`src/rtl/rr_prefix_arbiter.sv`:
```
module rr_prefix_arbiter #(
  parameter int N = 8
) (
  input  logic         clk,
  input  logic         rst_n,
  input  logic [N-1:0] req_i,
  input  logic         lock_i,
  output logic [N-1:0] gnt_o,
  output logic         gnt_valid_o
);
  localparam int LG = $clog2(N);

  initial begin
    if (N < 2 || (1 << LG) != N) $error("N must be a power of two, at least 2");
  end

  logic [LG-1:0]  ptr_q;
  logic [N-1:0]   gnt_q;
  logic [2*N-1:0] rot_wide, back_wide;
  logic [N-1:0]   rot_req, avail, won_rot, gnt_next;
  logic [N-1:0]   pf [LG+1];
  logic [LG-1:0]  win_idx;
  logic           hold;

  assign rot_wide = {req_i, req_i} >> ptr_q;
  assign rot_req  = rot_wide[N-1:0];
  assign pf[0]    = rot_req;

  for (genvar k = 0; k < LG; k++) begin : g_stage
    for (genvar i = 0; i < N; i++) begin : g_bit
      if (i >= (1 << k)) begin : g_merge
        assign pf[k+1][i] = pf[k][i] | pf[k][i-(1<<k)];
      end else begin : g_pass
        assign pf[k+1][i] = pf[k][i];
      end
    end
  end

  assign avail     = ~{pf[LG][N-2:0], 1'b0};
  assign won_rot   = rot_req & avail;
  assign back_wide = {won_rot, won_rot} << ptr_q;
  assign gnt_next  = back_wide[2*N-1:N];

  always_comb begin
    win_idx = '0;
    for (int i = 0; i < N; i++)
      if (gnt_next[i]) win_idx = win_idx | LG'(i);
  end

  assign hold = lock_i & (|gnt_q);

  always_ff @(posedge clk or negedge rst_n) begin
    if (!rst_n) begin
      gnt_q <= '0;
      ptr_q <= '0;
    end else if (!hold) begin
      gnt_q <= gnt_next;
      if (|gnt_next) ptr_q <= win_idx + LG'(1);
    end
  end

  assign gnt_o       = gnt_q;
  assign gnt_valid_o = |gnt_q;

  a_r3_onehot: assert property (@(posedge clk) disable iff (!rst_n) $onehot0(gnt_o));

  a_r2_only_requesters: assert property (@(posedge clk) disable iff (!rst_n)
    !hold |=> ((gnt_o & ~$past(req_i)) == '0));

  a_r6_hold_grant: assert property (@(posedge clk) disable iff (!rst_n)
    hold |=> ($stable(gnt_o) && $stable(ptr_q)));

  a_r7_idle: assert property (@(posedge clk) disable iff (!rst_n)
    (!hold && req_i == '0) |=> !gnt_valid_o);

  a_r5_ptr_moves: assert property (@(posedge clk) disable iff (!rst_n)
    (!hold && req_i != '0) |=> gnt_o[ptr_q - LG'(1)]);
endmodule

```
`config.mk`:
```
export PLATFORM = sky130hd
export DESIGN_NAME = rr_prefix_arbiter
export DESIGN_NICKNAME = d
export VERILOG_FILES = /design/src/rtl/rr_prefix_arbiter.sv
export SDC_FILE = /design/constraint.sdc
export NUM_CORES = 1
export LEC_CHECK = 0
export ABC_AREA = 1
export BUFFER_PORTS_ARGS = -buffer_cell sky130_fd_sc_hd__buf_2
export CORE_ASPECT_RATIO = 1.5
export CORE_MARGIN = 3
export CORE_UTILIZATION = 45
export CTS_CLUSTER_DIAMETER = 40
export DETAILED_ROUTE_END_ITERATION = 8
export GPL_TIMING_DRIVEN = 0
export PLACE_DENSITY_LB_ADDON = 0.15
export SYNTH_ARGS = -nofsm -noshare
export SYNTH_HDL_FRONTEND = slang
export SYNTH_SLANG_ARGS = --single-unit
```
`constraint.sdc`:
```
create_clock -name clk -period 2.55 [get_ports clk]
set_clock_uncertainty 0.1 [all_clocks]
set_input_delay 0.51 -clock clk [delete_from_list [all_inputs] [get_ports clk]]
set_output_delay 0.51 -clock clk [all_outputs]
set_load 0.005 [all_outputs]
```
==> impl_metrics.ini <==
[sta]
finalCriticalPeriod_ps = 2543
max_freq_mhz = 393.2
worst_pin_slew_ps = 336.7
min_period_over_period = 0.9972
setup_violations = 0
drv_slew = 0
rsz0062_at_grt = yes
hold_viol_final = 0
worst_slack_ps = 7.052
slew_headroom = 0.7731

[yosys]
synthAdderAreaFrac = 0.009416
netlist_top_cells_area = nand2_1, dfrtp_1, nand3_1
synth_top_area_frac = 0.2147
synth_edf_count = 0
syn_inst = 210
synth_cell_types = 27
synth_nets = 222
synth_area_per_cell_sq_um = 6.327
synth-simple-area-share = 0.6290
synth_compound_area_frac = 0.06685
synthFlopType = dfrtp_1
syn_area_sq_mm = 0.001329
synth.most_common_cell = nand2_1
yosysWarnings = 0
synth_top_family_by_area = simple AND/OR/NAND/NOR gates
ys_top_cells_by_count = nand2_1, nand3_1, nand2_2
synth-seq-cells = 11
seq_area_frac_synth = 0.2072
yosysTopAreaCell = nand2_1
synth-async-reset-ratio = 1.000
synth-xor-area-share = 0
muxShareOfSynthArea = 0

[power_and_ir_drop]
power.density_mw_per_mm2 = 1457
ir_drop_mv = 0.7895
p_total_w = 0.002540
p_leak_nw = 0.8600

[floorplan]
die_w_microns = 50.37
ios = 20
dieArea_sq_mm = 0.003654
initial_core_util = 0.4860
fp-row-count = 23
fp.dieH_microns = 72.55
core_sq_mm = 0.002734

[routing]
drt_iter0_drc = 50
routed_wl_microns = 3553
drc = 0
ant_nets = 0
wl_per_cell_microns = 12.92
vias_per_cell = 5.382
drt_pass1_iterations = 4
vias = 1480

[final_layout]
final_nets = 251
n_antenna_cell = 0
stdcell_count = 275
drive_gt1_frac = 0.4454
fill_cells = 274
multi_input_area_sq_mm = 0.001116
synthToLayoutAreaGrowth_pct = 31.17
seqCellArea_sq_um = 275.3

[run_status]
status = completed

[critical_path]
crit_path_start = ptr_q[1]
endpoint = ptr_q[2]
worstSetupPathType = flip-flop to flip-flop
cp-start-kind = flip-flop
cp_data_arrival_time_ps = 2580
crit_path_max_incr_delay_ps = 360
path_cells = buf_4 -> inv_6 -> buf_8 -> nand3_1 -> nand3_1 -> nand2_2 -> nor2_2 -> nand4_1 -> nand2_2 -> nand2_2 -> nand3_2 -> nand2_4 -> nand4_1 -> ha_2 -> o21bai_1 -> nand2_1 -> nand2_1 -> nand2_1
critical_path_cell_count = 18
timing.rr.start = ptr_q[1]
worstPathMaxFanout = 10
crit_family = simple AND/OR/NAND/NOR gates
end_kind = flip-flop
rr_endpoint = ptr_q[2]
reg2reg_depth = 18
crit_path_top_delay_cell = dfrtp_1
cp.required_ps = 2580
regToRegSetupSlack_ps = 7
crit_buf_inv = 3

[cts]
cts_tree = done
root_buffer = clkbuf_8
clkLatencyLatePin_ps = 240
cts_buffers = 3
cts_buffer_depth = 2
path_clk_slew_ps = 50
cts_hold_buffers = 0
htree_num_levels = 1
clock_sinks = 11

[global_routing]
antenna_found_initial = 0
grt_pass1_vias = 1367
grt_max_degree = 12
grt.total_usage = 0.2051
grt_first_pass_wirelength_microns = 5844
grt_overflow = 0

[min_path]
holdCritPathClass = input pin to async pin

[place]
preCtsSetupSlack_ps = -54.52
dp.cells = 266
portBuffers = 19
dpl.hpwl_microns = 2648
gp_congestion = 0.8970

[job]
max-cap-violations = 0
==> metrics by stage <==
| stage | TNS [ps] | hold slack (ps) | utilization | area, sq um |
|---|---|---|---|---|
| 2_1_floorplan | 0 | 114.4 | - | 1329 |
| 3_3_place_gp | -44.17 | 284.2 | 0.5378 | 1470 |
| 3_5_place_dp | -54.52 | 285.6 | 0.5378 | 1470 |
| 4_1_cts | 0 | 27.64 | 0.5547 | 1516 |
| 5_1_grt | -372.6 | 42.40 | 0.6375 | 1743 |
| 6_report | 0 | 22.59 | 0.6375 | 1743 |
==> how the worst min path moves through the flow <==
| stage | from | endpoint | cells past startpoint |
|---|---|---|---|
| 2_1_floorplan | rst_n | gnt_o[0] | 0 |
| 3_3_place_gp | rst_n | gnt_o[5] | 1 |
| 3_5_place_dp | rst_n | gnt_o[5] | 1 |
| 4_1_cts | rst_n | gnt_o[5] | 1 |
| 5_1_grt | rst_n | gnt_o[6] | 1 |
| 6_report | rst_n | gnt_o[6] | 1 |
==> timing repair <==
| action | in CTS | in global routing |
|---|---|---|
| setup buffers | 0 | 4 |
| endpoints found under the setup margin | 0 | 3 |
| gates resized for setup | 0 | 47 |
==> report_power, final <==
group | leakage [nW] | switching (W) | internal (W)
Combinational | 0.695 | 0.00130 | 0.000760
Sequential | 0.140 | 0.0000509 | 0.000256
Clock | 0.0255 | 0.0000675 | 0.000107
Total | 0.860 | 0.00142 | 0.00112
==> per-layer routing <==
layer / vias to the layer above / wire length [microns] / track usage
met5: - / 0 / 0
met2: 33 / 1996 / 0.4012
met4: 0 / 104 / 0.1048
met1: 676 / 1336 / 0.2101
met3: 11 / 115 / 0.01643
li1: 760 / - / -
==> registers in the layout, summed over array words and instances, names as in the netlist <==
register / flops
gnt_o: 8
ptr_q: 3
==> kinds of logic after synthesis <==
group | Yosys count
adder cells (fa/ha/maj) | 1
flip-flops | 11
AO/OA/AOI/OAI | 16
AND/OR/NAND/NOR | 165
buffers and inverters | 17
==> layout make-up <==
type,instances,area share
Buffer,10,0.05169
Timing Repair Buffer,24,0.07466
Inverter,7,0.02225
Tap cell,37,0.02656
Sequential cell,11,0.1579
Multi-Input combinational cell,182,0.6403
Clock inverter,1,0.002872
Clock buffer,3,0.02369
==> layout by cell type, fill, tap and decap left out, types with 2 or more instances in the layout <==
master	instances
nand3_2	19
o21ai_1	4
buf_2	22
clkbuf_8	3
nand3_1	31
nand2_4	6
inv_2	2
dfrtp_1	11
nor2_4	2
nor2_2	4
nor4_1	2
nand2_2	26
buf_4	7
nand2_1	64
nor2_1	2
nand4_1	3
nand3_4	4
inv_1	3
o21ai_0	9
Power figures use the tool's default switching activity.
